## config.mk

```make
export PLATFORM = sky130hd
export DESIGN_NAME = rxq_fifo
export DESIGN_NICKNAME = d
export VERILOG_FILES = /design/src/rtl/rxq_pkg.sv /design/src/rtl/rxq_store.sv /design/src/rtl/rxq_level.sv /design/src/rtl/rxq_ovr.sv /design/src/rtl/rxq_fifo.sv
export SDC_FILE = /design/constraint.sdc
export NUM_CORES = 1
export LEC_CHECK = 0
export ABC_CLOCK_PERIOD_IN_PS = 3600
export BUFFER_PORTS_ARGS = -buffer_cell sky130_fd_sc_hd__buf_2
export CORE_UTILIZATION = 45
export CTS_BUF_LIST = sky130_fd_sc_hd__clkbuf_8
export DETAILED_ROUTE_END_ITERATION = 10
export GPL_TIMING_DRIVEN = 1
export PLACE_DENSITY = 0.58
export SKIP_LAST_GASP = 1
export SYNTH_ARGS = -nofsm -noshare
export SYNTH_HDL_FRONTEND = slang
export SYNTH_HIERARCHICAL = 1
export SYNTH_SLANG_ARGS = --single-unit
export TNS_END_PERCENT = 20
```

## constraint.sdc

```tcl
create_clock -name clk -period 3.6 [get_ports clk]
set_input_delay 0.18 -clock clk [delete_from_list [all_inputs] [get_ports clk]]
set_output_delay 0.18 -clock clk [all_outputs]
set_load 0.01 [all_outputs]
```

## src/rtl/rxq_pkg.sv

```systemverilog
package rxq_pkg;
  localparam int RXQ_DW = 8;

  typedef struct packed {
    logic              brk;
    logic              ferr;
    logic              perr;
    logic [RXQ_DW-1:0] data;
  } rxq_ent_t;
endpackage

```

## src/rtl/rxq_store.sv

```systemverilog
module rxq_store
  import rxq_pkg::*;
#(
  parameter int DEPTH = 16,
  localparam int PW = $clog2(DEPTH)
) (
  input  logic     clk,
  input  logic     rst,
  input  logic     flush,
  input  logic     wr_en,
  input  logic     rd_en,
  input  rxq_ent_t wr_ent,
  output rxq_ent_t head
);
  rxq_ent_t mem [DEPTH];
  logic [PW-1:0] wr_ptr, rd_ptr;

  // storage without reset so it can map to RAM
  always_ff @(posedge clk) begin
    if (wr_en) mem[wr_ptr] <= wr_ent;
  end

  always_ff @(posedge clk) begin
    if (rst || flush) begin
      wr_ptr <= '0;
      rd_ptr <= '0;
    end else begin
      if (wr_en) wr_ptr <= wr_ptr + 1'b1;
      if (rd_en) rd_ptr <= rd_ptr + 1'b1;
    end
  end

  assign head = mem[rd_ptr];

  // an emptying request realigns both pointers
  assert_flush_aligns_R9: assert property (@(posedge clk) disable iff (rst)
    flush |=> (rd_ptr == wr_ptr));
endmodule

```

## src/rtl/rxq_level.sv

```systemverilog
module rxq_level #(
  parameter int DEPTH = 16,
  parameter int TRIG0 = 1,
  parameter int TRIG1 = 4,
  parameter int TRIG2 = 8,
  parameter int TRIG3 = 14,
  localparam int CW = $clog2(DEPTH + 1)
) (
  input  logic          clk,
  input  logic          rst,
  input  logic          fifo_en,
  input  logic [1:0]    trig_sel,
  input  logic          clr,
  input  logic          push,
  input  logic          pop,
  output logic          wr_en,
  output logic          rd_en,
  output logic          drop,
  output logic          flush,
  output logic [CW-1:0] count_q,
  output logic          rdy_q,
  output logic          thr_q
);
  localparam logic [CW-1:0] FULL_BUF  = CW'(DEPTH);
  localparam logic [CW-1:0] FULL_HOLD = CW'(1);
  localparam logic [CW-1:0] LVL0 = CW'(TRIG0);
  localparam logic [CW-1:0] LVL1 = CW'(TRIG1);
  localparam logic [CW-1:0] LVL2 = CW'(TRIG2);
  localparam logic [CW-1:0] LVL3 = CW'(TRIG3);

  logic          mode_q;
  logic [CW-1:0] cap, count_d, lvl;

  always_comb begin
    cap     = mode_q ? FULL_BUF : FULL_HOLD;
    flush   = clr | (fifo_en != mode_q);
    rd_en   = !flush && pop && (count_q != '0);
    wr_en   = !flush && push && ((count_q < cap) || rd_en);
    drop    = !flush && push && !wr_en;
    if (flush) count_d = '0;
    else       count_d = count_q + CW'(wr_en) - CW'(rd_en);
    if (!fifo_en) lvl = FULL_HOLD;
    else begin
      case (trig_sel)
        2'b00:   lvl = LVL0;
        2'b01:   lvl = LVL1;
        2'b10:   lvl = LVL2;
        default: lvl = LVL3;
      endcase
    end
  end

  always_ff @(posedge clk) begin
    if (rst) begin
      mode_q  <= fifo_en;
      count_q <= '0;
      rdy_q   <= 1'b0;
      thr_q   <= 1'b0;
    end else begin
      mode_q  <= fifo_en;
      count_q <= count_d;
      rdy_q   <= (count_d != '0);
      thr_q   <= (count_d >= lvl);
    end
  end

  // fill never exceeds the buffer depth
  assert_count_bound_R1: assert property (@(posedge clk) disable iff (rst)
    count_q <= FULL_BUF);
  // holding mode never keeps more than one character
  assert_single_cap_R6: assert property (@(posedge clk) disable iff (rst)
    !mode_q |-> (count_q <= FULL_HOLD));
  // a discarded push leaves the fill unchanged
  assert_drop_holds_R7: assert property (@(posedge clk) disable iff (rst)
    drop |=> (count_q == $past(count_q)));
  // clear empties the queue
  assert_clear_empties_R9: assert property (@(posedge clk) disable iff (rst)
    clr |=> (count_q == '0 && !rdy_q));
  // popping an empty queue leaves it empty
  assert_empty_pop_R11: assert property (@(posedge clk) disable iff (rst)
    (pop && !push && count_q == '0) |=> (count_q == '0));
endmodule

```

## src/rtl/rxq_ovr.sv

```systemverilog
module rxq_ovr (
  input  logic clk,
  input  logic rst,
  input  logic drop,
  input  logic status_rd,
  output logic ovr_q
);
  always_ff @(posedge clk) begin
    if (rst)            ovr_q <= 1'b0;
    else if (drop)      ovr_q <= 1'b1;
    else if (status_rd) ovr_q <= 1'b0;
  end

  // a discard raises the flag
  assert_ovr_set_R7: assert property (@(posedge clk) disable iff (rst)
    drop |=> ovr_q);
  // a status read without a discard clears the flag
  assert_ovr_clear_R8: assert property (@(posedge clk) disable iff (rst)
    (status_rd && !drop) |=> !ovr_q);
  // with neither event the flag is sticky
  assert_ovr_sticky_R8: assert property (@(posedge clk) disable iff (rst)
    (!drop && !status_rd) |=> (ovr_q == $past(ovr_q)));
endmodule

```

## src/rtl/rxq_fifo.sv

```systemverilog
module rxq_fifo
  import rxq_pkg::*;
#(
  parameter int DEPTH = 16,
  parameter int TRIG0 = 1,
  parameter int TRIG1 = 4,
  parameter int TRIG2 = 8,
  parameter int TRIG3 = 14,
  localparam int CW = $clog2(DEPTH + 1)
) (
  input  logic              clk,
  input  logic              rst,
  input  logic              fifo_en,
  input  logic [1:0]        trig_sel,
  input  logic              clr,
  input  logic              push,
  input  logic [RXQ_DW-1:0] push_data,
  input  logic              push_perr,
  input  logic              push_ferr,
  input  logic              push_brk,
  input  logic              pop,
  input  logic              status_rd,
  output logic [RXQ_DW-1:0] head_data,
  output logic              head_perr,
  output logic              head_ferr,
  output logic              head_brk,
  output logic              data_rdy,
  output logic [CW-1:0]     fill_cnt,
  output logic              irq,
  output logic              dma_req,
  output logic              rts,
  output logic              overrun
);
  logic     wr_en, rd_en, drop, flush, thr_q;
  rxq_ent_t wr_ent, head;

  assign wr_ent = '{brk: push_brk, ferr: push_ferr, perr: push_perr, data: push_data};

  rxq_level #(
    .DEPTH(DEPTH), .TRIG0(TRIG0), .TRIG1(TRIG1), .TRIG2(TRIG2), .TRIG3(TRIG3)
  ) u_level (
    .clk(clk), .rst(rst), .fifo_en(fifo_en), .trig_sel(trig_sel), .clr(clr),
    .push(push), .pop(pop), .wr_en(wr_en), .rd_en(rd_en), .drop(drop),
    .flush(flush), .count_q(fill_cnt), .rdy_q(data_rdy), .thr_q(thr_q)
  );

  rxq_store #(.DEPTH(DEPTH)) u_store (
    .clk(clk), .rst(rst), .flush(flush), .wr_en(wr_en), .rd_en(rd_en),
    .wr_ent(wr_ent), .head(head)
  );

  rxq_ovr u_ovr (
    .clk(clk), .rst(rst), .drop(drop), .status_rd(status_rd), .ovr_q(overrun)
  );

  assign head_data = head.data;
  assign head_perr = head.perr;
  assign head_ferr = head.ferr;
  assign head_brk  = head.brk;
  assign irq       = thr_q;
  assign dma_req   = thr_q;
  assign rts       = ~thr_q;

  // the ready flag and the fill count agree
  assert_rdy_count_R3: assert property (@(posedge clk) disable iff (rst)
    data_rdy == (fill_cnt != '0));
endmodule

```

# After elaboration in Yosys (flattened, before gate mapping)

Memories as Yosys holds them, arrays and structs flattened. A register that Yosys moved wholly into a read port is not among the register bits.
Cells that the tools add are included.

$add $sub $neg: 4
$mul: 0
Divide/modulo/power cells: 0
$lt $le $gt $ge: 2
Equality and inequality tests: 3
Shift-type cells: 0
Mux-type cells: 10
Bitwise gates (word level): 2
Reduce and logical (&&, ||, !) cells: 13

Operators with widths:

| kind                                          | number |
|---|---|
| two-way mux 5 bit                             | 3 |
| case mux 4 bit (3 select lines)               | 1 |
| nonzero test 5 bit                            | 2 |
| adder 4 x 1 -> 4 bit, second input constant   | 2 |
| two-way mux 4 bit                             | 2 |
| adder 5 x 1 -> 5 bit                          | 1 |
| >= comparator 5 bit                           | 1 |
| logical AND 1 bit                             | 5 |
| less-than comparator 5 bit                    | 1 |
| subtractor 5 x 1 -> 5 bit                     | 1 |
| two-way mux 1 bit                             | 4 |
| == test 2 x 1 -> 1 bit, second input constant | 1 |
| == test 2 bit, second input constant          | 1 |
| zero test 1 bit                               | 2 |
| zero test 2 bit                               | 1 |
| logical OR 1 bit                              | 2 |
| nonzero test 2 bit                            | 1 |
| != test 1 bit                                 | 1 |
| inverter 1 bit                                | 1 |
| bitwise OR 1 bit                              | 1 |

Register bits after elaboration: 17
Latch bits: 0
RAM bits: 176
ROM bits: 0
Output and inout bits: 21
Word-level logic and storage cells: 42
Memories kept: 1

Memory list:

| name        | depth | bits a word | rd ports | clocked after Yosys merged registers in | write ports | RTL line        | source |
|---|---|---|---|---|---|---|---|
| u_store.mem | 16    | 11          | 1        | 1                                       | 1           | rxq_store.sv:15 | `rxq_ent_t mem [DEPTH];` |

# Longest topological paths before layout

Gate-level depths: netlist of run 1.

Depth after elaboration: 11
Depth in mapped cells: 15

# Modules after synthesis

The synthesis of run 1 kept the hierarchy.

By module, submodules not included:

| module    | instances | cells each | area each (um2) | sequential area each (um2) |
|---|---|---|---|---|
| rxq_store | 1         | 335        | 7288.2          | 5525.3 |
| rxq_level | 1         | 76         | 634.4           | 160.2 |
| rxq_ovr   | 1         | 4          | 38.8            | 20.0 |
| rxq_fifo  | 1         | 2          | 11.3            | 0.0 |

# Worst setup path after synthesis of run 1

OpenSTA, ideal clock, no wires.

Path type: flip-flop to flip-flop
Start point: reg u_level.count_q[2]
End point: reg u_level.thr_q
Setup time: 0.133 ns
Arrival time: 2.992 ns
Data required time: 3.467 ns
Path slack: 0.475 ns
Stages on the path, launching flop included: 16
Buffers on the path: 0
Cell sequence: dfxtp_1 inv_1 ha_1 inv_1 o41ai_1 nor2_1 ha_1 inv_1 ha_1 fa_1 inv_1 nor2_1 ha_1 a21o_1 a211oi_1 o32ai_1

Cells in the longest elaborated chain, start to end: 8
Elaborated cells between the ends (all ways): 9
Those cells by class: 2 x add/sub; 2 x order compare; 1 x mux; 4 x reduce/logical

Ends and longest elaborated chain:

| what                        | RTL line        | source |
|---|---|---|
| from (decl)                 | rxq_level.sv:20 | `output logic [CW-1:0] count_q,` |
| from (signal assigned)      | rxq_level.sv:61 | `count_q <= count_d;` |
| nonzero test 5 bit *        | rxq_level.sv:37 | `rd_en = !flush && pop && (count_q != '0);` |
| logical AND 1 bit *         | rxq_level.sv:37 |  |
| via rd_en                   | rxq_fifo.sv:34  | `logic wr_en, rd_en, drop, flush, thr_q;` |
| logical OR 1 bit            | rxq_level.sv:38 | `wr_en = !flush && push && ((count_q < cap) \|\| rd_en);` |
| logical AND 1 bit           | rxq_level.sv:38 |  |
| adder 5 x 1 -> 5 bit        | rxq_level.sv:41 | `else count_d = count_q + CW'(wr_en) - CW'(rd_en);` |
| subtractor 5 x 1 -> 5 bit * | rxq_level.sv:41 |  |
| two-way mux 5 bit *         | rxq_level.sv:40 | `if (flush) count_d = '0;` |
| via u_level.count_d[1]      | rxq_level.sv:32 | `logic [CW-1:0] cap, count_d, lvl;` |
| >= comparator 5 bit *       | rxq_level.sv:63 | `thr_q <= (count_d >= lvl);` |
| to (signal assigned)        | rxq_level.sv:63 |  |
| to (decl)                   | rxq_level.sv:22 | `output logic thr_q` |

The timed path passes the listed nets; every way through them passes the cells marked *.
A chain may end at the register's enable or synchronous reset.

# Final worst setup path of run 1

Ends and elaborated chain as after synthesis.

==> results of run 1 <==
-- sequential cells by signal, summed over array words and instances (netlist names), named ones only --
name / cells
u_level/rdy_q: 1
u_store/wr_ptr: 4
u_store/rd_ptr: 4
u_ovr/ovr_q: 1
u_store/mem: 176
u_level/count_q: 5
u_level/thr_q: 1
u_level/mode_q: 1
-- final cells by class --
| type | count | share of cell area (%) |
|---|---|---|
| clock buffers | 18 | 2.83 |
| well taps | 225 | 3.22 |
| multi-input cells | 186 | 23.6 |
| repair buffers | 48 | 3.20 |
| diodes | 1 | 0.0286 |
| inverters | 16 | 0.686 |
| flip-flops and latches | 197 | 65.2 |
| clock inverters | 14 | 1.17 |
-- placed cells by master (no fill, tap or decap), types with 18 or more instances in the layout --
cell and n:
clkbuf_8 18, nor2_1 25, a22oi_1 22, buf_2 40
inv_1 23, edfxtp_1 176, ha_1 18, mux4_1 22
mux4_2 22, nand2_1 18, dfxtp_1 19
-- path summary, 6_finish.rpt --
check                      from            endpoint  depth (start not counted)
max          u_level/count_q[2]       u_level/thr_q                         15
min                push_data[6]  u_store/mem[12][6]                          1
max reg2reg  u_level/count_q[2]       u_level/thr_q                         15
min reg2reg   u_store/rd_ptr[1]            register                          2
-- through the flow --
step / setup slack (ns) / setup TNS, ns / cells
2_1_floorplan: 0.475 / 0 / 417
3_3_place_gp: 0.347 / 0 / 669
3_5_place_dp: 0.215 / 0 / 669
4_1_cts: 0.196 / 0 / 704
5_1_grt: -0.00448 / -0.00448 / 705
6_report: 0.251 / 0 / 705
-- per-layer routing --
| metal | GRT usage [%] | share of wire (%) |
|---|---|---|
| met1 | 24.3 | 45 |
| met2 | 29.1 | 50 |
| met3 | 3.15 | 4.1 |
| met4 | 7.24 | 1.2 |
| met5 | 0 | 0 |
-- logic make-up (layout without fill, tap and decap cells) --
family	Yosys count	after routing
fa+ha+maj	19	19
xor+xnor	11	11
compound gates	35	35
buf+inv	34	96
mux	46	46
other cells	0	1
flops	197	197
simple gates	75	75
-- where the power goes --
group / switching, W / internal, W
clock network: 0.000723 / 0.000551
logic: 0.0000598 / 0.0000308
registers: 0.00000273 / 0.00249
total: 0.000786 / 0.00307
-- critical path, delay by kind of cell (launching register included) --
kind                     cells  cell delay [ns]
AO/OA/AOI/OAI                4             0.93
adder cells (fa/ha/maj)      5             1.40
buffers and inverters        4             0.27
AND/OR/NAND/NOR              2             0.29
flip-flops                   1             0.33
-- timing repair --
action | 4_1_cts | 5_1_grt
gates resized for setup | 0 | 1
endpoints found under the setup margin | 0 | 1
hold endpoints to repair | 3 | 0
hold buffers | 3 | 0
==> results.cfg, run 1 <==
[final_layout]
regArea_sq_um = 5710
final_area_sq_um = 8750
synthToLayoutAreaGrowth_pct = 9.76
nets = 505
utilization_pct = 50.6
multi_input_area_sq_um = 2070
drive_above_1_share_pct = 20.5
fill_cells = 1445

[hold_path]
worstHoldPathType = input pin to register

[place]
dp_hpwl_microns = 9300
portBuffers = 40
place_congestion = 0.821
post_dp_cell_area_sq_um = 8360

[synthesis]
synthMuxAreaShare_pct = 13.7
synth_top_family_by_area = multiplexers
yosys.area.top_type = edfxtp_1
syn_area_sq_um = 7970
ys_ff_latch = 197
synth_most_common_cell = edfxtp_1
synth_compound_area_share_pct = 3.28
synthSimpleGateAreaFrac_pct = 4.57
ys.flop_type = edfxtp_1
syn-num-nets = 456
synth.avg_cell_area_sq_um = 19.1
synth_edf_count = 176
synth-async-reset-ratio_pct = 0
yosysUniqueCellTypes = 41
netlist_top_cells_area = edfxtp_1 (66%), mux4_1 (7.3%), mux4_2 (6.2%)
synthXorXnorAreaFrac_pct = 1.21
synthAdderAreaFrac_pct = 3.08
synth_top_area_share_pct = 66.3
netlist_top_cells_count = edfxtp_1 (176), nor2_1 (25), a22oi_1 (22), mux4_1 (22), mux4_2 (22)
ys_warn_count = 6
yosysSeqAreaShare_pct = 71.6
synth_cells = 417

[setup_path]
cp.required_ns = 3.92
crit_arrival_ns = 3.67
path_cells = inv_1 -> ha_1 -> inv_1 -> o41ai_2 -> nor2_1 -> ha_1 -> inv_1 -> ha_1 -> fa_1 -> inv_1 -> nor2_1 -> ha_1 -> a21o_1 -> a211oi_1 -> o32ai_1
path_class = register to register
cp_slowest_cell = fa_1
cp_slowest_stage_delay_ns = 0.50
crit_path_start_kind = register
reg2reg_slack_ns = 0.25
crit_fanout = 5
cp-end-kind = register

[clock_network]
post_cts_buffers = 0
cts_buffers = 17
cts.clk_slew.worst_paths_ns = 0.10
cts-root-buf = clkbuf_8
worst_skew_pair.late_latency_ns = 0.46
cts_tree = built
cts_num_sinks = 197
cts_max_path_buffers = 2
cts.htree.levels = 4

[die]
die_h_microns = 135
pin_count = 41
num_rows = 48
initial_core_util_pct = 46.1
die_w_microns = 135
die-area_sq_um = 18300
core-area_sq_um = 17300

[power]
leakagePower_nw = 2.90
powerDensity_nw_per_um2 = 441
ir_worst_vdd_mv = 0.239
total_power_w = 0.00386

[timing]
slew_headroom_pct = 25.5
finClkSkew_ns = 0.0150
worst_pin_slew_ns = 1.11
final-max-slew-violation-count = 0
whs_ns = 0.0981
hold_violations = 0
fmax_mhz = 299
min_period_ns = 3.35
finalSetupViolCount = 0
min_period_over_period_pct = 93.0

[flow_run]
cap_violations = 0

[detailed_routing]
drc = 0
drtIter0Drc = 217
wirelength_microns = 15200
ant_nets = 0
vias_per_cell = 5.44
drt-wirelength-per-cell_microns = 21.6
dr_total_vias = 3836
drt_pre_antenna_iters = 6

[global_routing]
grt_start_max_net_pins = 45
grt_pass1_vias = 3897
grt_usage_pct = 18.0
gr-total-overflow = 0
grt_pass1_wl_microns = 22800
antenna_found_initial = 1

[outcome]
status = finished, final reports clean
Power figures use the tool's default switching activity.
==> inputs of run 2 (changes only) <==
Settings changed: ABC_CLOCK_PERIOD_IN_PS 3600 to 3100, CORE_ASPECT_RATIO from default to 0.75, REMOVE_ABC_BUFFERS from default to 1.
Clock period 3.6 ns to 3.1 ns, I/O delays scaled along.
==> results.cfg, run 2 (synthesis results as in run 1) <==
[outcome]
status = finished, final reports clean

[detailed_routing]
dr_total_vias = 3996
ant_nets = 0
drtIter0Drc = 346
drc = 0
wirelength_microns = 15600
drt_pre_antenna_iters = 4
vias_per_cell = 5.41
drt-wirelength-per-cell_microns = 21.2

[final_layout]
diodes = 0
layout_common_cells = edfxtp_1 (176), buf_2 (40), buf_4 (27)
regMostFlops = u_store/mem
reg.largest.list = u_store/mem (176), u_level/count_q (5)
drive_above_1_share_pct = 24.7
mostFrequentLayoutCell = edfxtp_1
fill_cells = 1402
largest_reg_flops = 176
synthToLayoutAreaGrowth_pct = 12.6
nets = 529

[setup_path]
crit_path_start_kind = register
worstRegToRegCells = 15
crit_arrival_ns = 3.30
reg2reg_slack_ns = 0.13
r2r_end = u_level/thr_q
crit_fanout = 2
crit_start = u_level/count_q[3]
cp.required_ns = 3.43
r2r-start = u_level/count_q[3]
crit_path_end = u_level/thr_q
cp-end-kind = register
path_class = register to register

[timing]
fmax_mhz = 337
min_period_ns = 2.97
finClkSkew_ns = 0.0133
whs_ns = 0.0697
min_period_over_period_pct = 95.8
setup_ws_ns = 0.129
worst_pin_slew_ns = 0.852
final-max-slew-violation-count = 0
hold_violations = 0
slew_headroom_pct = 43.2
rsz0062_at_grt = true
finalSetupViolCount = 0

[power]
p_int_w = 0.00362
leakagePower_nw = 3.02
pwr-share-comb_pct = 2.4
powerDensity_nw_per_um2 = 504
switching_share_pct = 20.0
ir_worst_vdd_mv = 0.275
p_sw_w = 0.000907
seqPwrFrac_pct = 63.9
clockPowerShare_pct = 33.7

[clock_network]
cts_tree = built
cts_buffers = 17
cts_num_sinks = 197
worst_skew_pair.late_latency_ns = 0.45
cts.htree.levels = 4
post_cts_buffers = 0
cts.clk_slew.worst_paths_ns = 0.09
cts_max_path_buffers = 2
cts-root-buf = clkbuf_8

[flow_run]
cap_violations = 0

[global_routing]
grt_pass1_vias = 4120
grt_start_max_net_pins = 45
antenna_found_initial = 0
gr-total-overflow = 0
grt_pass1_wl_microns = 24200
grt_usage_pct = 18.9

[die]
initial_core_util_pct = 46.7
num_rows = 41
die_h_microns = 117
die_w_microns = 156
die-area_sq_um = 18300
pin_count = 41
core-area_sq_um = 17100

[place]
dp_hpwl_microns = 10000
portBuffers = 40
pre_cts_slack_ns = -0.0943
place_congestion = 0.772

[hold_path]
worstHoldPathType = input pin to register
## run 2: cell count changes in the layout (fill, tap and decap cells not counted), moves of 2 or more
cell and delta:
inv_1 -3, clkinv_1 +3, clkinv_4 -2, buf_4 +23
## run 2: critical path, stage by stage, from the launching register on
cell and delay (ns):
dfxtp_1 0.33, inv_1 0.07, ha_1 0.15, inv_1 0.07
o41ai_4 0.24, nor2_1 0.10, ha_1 0.28, inv_1 0.04
ha_1 0.19, fa_1 0.51, inv_1 0.06, nor2_1 0.10
ha_1 0.24, a21o_1 0.17, a211oi_2 0.21, o32ai_1 0.09
## run 2: how the worst min path moves through the flow
stage | startpoint | endpoint | slack, ns | cells after the start
after floorplan | fifo_en | u_level/mode_q | 0.18 | 0
after global placement | fifo_en | u_level/mode_q | 0.33 | 1
after detailed placement | fifo_en | u_level/mode_q | 0.34 | 1
after CTS | push_brk | u_store/mem[7][10] | 0.04 | 1
after global routing | push_data[5] | u_store/mem[15][5] | 0.04 | 1
final | push_brk | u_store/mem[9][10] | 0.07 | 1
## run 2: repair_timing
| item | CTS | global route |
|---|---|---|
| endpoints found under the hold margin | 3 | 0 |
| gates resized for setup | 1 | 5 |
| setup endpoints to repair | 1 | 1 |
| pin swaps | 1 | 0 |
| hold buffers | 3 | 0 |
## run 2: per-stage QoR
| stage | instances | TNS [ns] | instance area, sq um | utilization (%) | power, W |
|---|---|---|---|---|---|
| after global placement | 704 | -0.0216 | 8570 | 50.2 | 0.00306 |
| after detailed placement | 704 | -0.0943 | 8570 | 50.2 | 0.00306 |
| after global routing | 738 | -0.0216 | 8980 | 52.6 | 0.00468 |
| final | 738 | 0 | 8980 | 52.6 | 0.00453 |
| after CTS | 738 | 0 | 8960 | 52.5 | 0.00457 |
| after floorplan | 399 | -0.0247 | 7830 | - | 0.00299 |
## run 2: cell type report
cell class              instances  area (sq um)  share of cell area [%]
clock buffers                  17           234                    2.61
clock inverters                14           123                    1.37
inverters                      16          60.1                   0.669
multi-input cells             186          2090                    23.2
flip-flops and latches        197          5710                    63.6
well taps                     236           295                    3.29
repair buffers                 72           473                    5.27
## run 2: routing by layer
layer / GRT usage [%] / vias to the layer above / wire [microns]
met3: 4.57 / 13 / 892
li1: - / 1798 / -
met1: 26.5 / 2067 / 7510
met4: 4.38 / 0 / 106
met5: 0 / - / 0
met2: 30.1 / 118 / 7140
## run 2: power by group through the flow
stage | sequential (W) | combinational, W | clock [W]
final | 0.00289 | 0.000109 | 0.00153
after global placement | 0.00295 | 0.000102 | 0
after CTS | 0.00289 | 0.000109 | 0.00156
after global routing | 0.00289 | 0.000124 | 0.00166
after detailed placement | 0.00295 | 0.000106 | 0
after floorplan | 0.00296 | 0.0000379 | 0
==> inputs of run 3 (changes only) <==
Settings changed: RECOVER_POWER from default to 50.
==> results.cfg, run 3 (synthesis results as in run 1) <==
[die]
die_w_microns = 156
num_rows = 41
die_h_microns = 117
pin_count = 41
core-area_sq_um = 17100
initial_core_util_pct = 46.7
die-area_sq_um = 18300

[hold_path]
min_from = clr
worstHoldPathType = input pin to register

[final_layout]
synthToLayoutAreaGrowth_pct = 12.4
largest_reg_flops = 176
drive_above_1_share_pct = 20.9
regMostFlops = u_store/mem
utilization_pct = 52.4
diodes = 0
mostFrequentLayoutCell = edfxtp_1
layout_common_cells = edfxtp_1 (176), buf_4 (27), nor2_1 (24)
reg.largest.list = u_store/mem (176), u_level/count_q (5)
nets = 529

[timing]
min_period_over_period_pct = 95.9
fmax_mhz = 337
final-max-slew-violation-count = 0
worst_pin_slew_ns = 0.822
finClkSkew_ns = 0.0132
hold_violations = 0
rsz0062_at_grt = true
finalSetupViolCount = 0
min_period_ns = 2.97
slew_headroom_pct = 45.2

[global_routing]
grt_start_max_net_pins = 45
antenna_found_initial = 0
gr-total-overflow = 0
grt_pass1_wl_microns = 24200
grt_usage_pct = 18.9
grt_pass1_vias = 4120

[power]
powerDensity_nw_per_um2 = 505
leakagePower_nw = 2.96
ir_worst_vdd_mv = 0.272
total_power_w = 0.00453

[setup_path]
path_class = register to register
cp_slowest_stage_delay_ns = 0.51
cp-end-kind = register
cp_slowest_cell = fa_1
path_cells = inv_1 -> ha_1 -> inv_1 -> o41ai_4 -> nor2_1 -> ha_1 -> inv_1 -> ha_1 -> fa_1 -> inv_1 -> nor2_1 -> ha_1 -> a21o_1 -> a211oi_2 -> o32ai_1
crit_fanout = 2
crit_arrival_ns = 3.30
reg2reg_slack_ns = 0.13
crit_path_start_kind = register
cp.required_ns = 3.43
r2r-start = u_level/count_q[3]
crit_start = u_level/count_q[3]

[detailed_routing]
ant_nets = 0
drt_pre_antenna_iters = 4
dr_total_vias = 4001
vias_per_cell = 5.42
drtIter0Drc = 354
wirelength_microns = 15700
drc = 0
drt-wirelength-per-cell_microns = 21.2

[place]
portBuffers = 40
dp_hpwl_microns = 10000
place_congestion = 0.772

[flow_run]
cap_violations = 0

[clock_network]
cts.clk_slew.worst_paths_ns = 0.09
cts.htree.levels = 4
cts_tree = built
cts_num_sinks = 197
cts_buffers = 17
cts_max_path_buffers = 2
post_cts_buffers = 0
worst_skew_pair.late_latency_ns = 0.45
cts-root-buf = clkbuf_8

[outcome]
status = finished, final reports clean
==> run 3: what timing repair did <==
action | 4_1_cts | 5_1_grt
resized for setup | 1 | 5
endpoints found under the hold margin | 3 | 0
pin swaps | 1 | 0
setup endpoints to repair | 1 | 1
hold buffers | 3 | 0
==> run 3: worst paths after layout <==
| check | endpoint | cells past startpoint |
|---|---|---|
| hold / removal | u_level/rdy_q | 3 |
| setup reg to reg | u_level/thr_q | 15 |
| setup / recovery | u_level/thr_q | 15 |
| hold reg to reg | u_store/rd_ptr[3] | 2 |
==> run 3: metal layers <==
metal	routed length [microns]	vias up	GRT usage, %
li1	-	1799	-
met2	7130	110	30.1
met1	7510	2078	26.5
met4	138	0	4.38
met5	0	-	0
met3	872	14	4.57
==> run 3: through the flow <==
stage	setup TNS, ns	setup WS, ns	instance area (sq um)	cells	hold slack [ns]
finish	0	0.129	8960	738	0.151
global route	-0.0216	-0.0216	8960	738	0.140
CTS	0	0.0146	8960	738	0.0393
detailed placement	-0.0943	-0.0943	8570	704	0.340
global placement	-0.0216	-0.0216	8570	704	0.332
floorplan	-0.0247	-0.0247	7830	399	0.183
==> run 3: where the power goes <==
part           internal (W)  switching [W]  leakage [nW]
clock              0.000693       0.000833         0.185
combinational     0.0000364      0.0000698          1.02
sequential          0.00289     0.00000331          1.75
total               0.00362       0.000907          2.96
==> run 3: worst max-delay path, delay by kind of cell, from the launching register on <==
| kind | cells | cell delay (ns) |
|---|---|---|
| AOI/OAI and AO/OA | 4 | 0.71 |
| adders and majority gates | 5 | 1.37 |
| and+or+nand+nor | 2 | 0.20 |
| DFF | 1 | 0.33 |
| buffers and inverters | 4 | 0.24 |
==> run 3: area by class of cell <==
| cell class | instances | area [sq um] |
|---|---|---|
| Clock buffer | 17 | 234 |
| Clock inverter | 14 | 123 |
| Fill cell | 1408 | 8130 |
| Inverter | 16 | 60.1 |
| Multi-Input combinational cell | 186 | 2090 |
| Sequential cell | 197 | 5710 |
| Tap cell | 236 | 295 |
| Timing Repair Buffer | 72 | 449 |
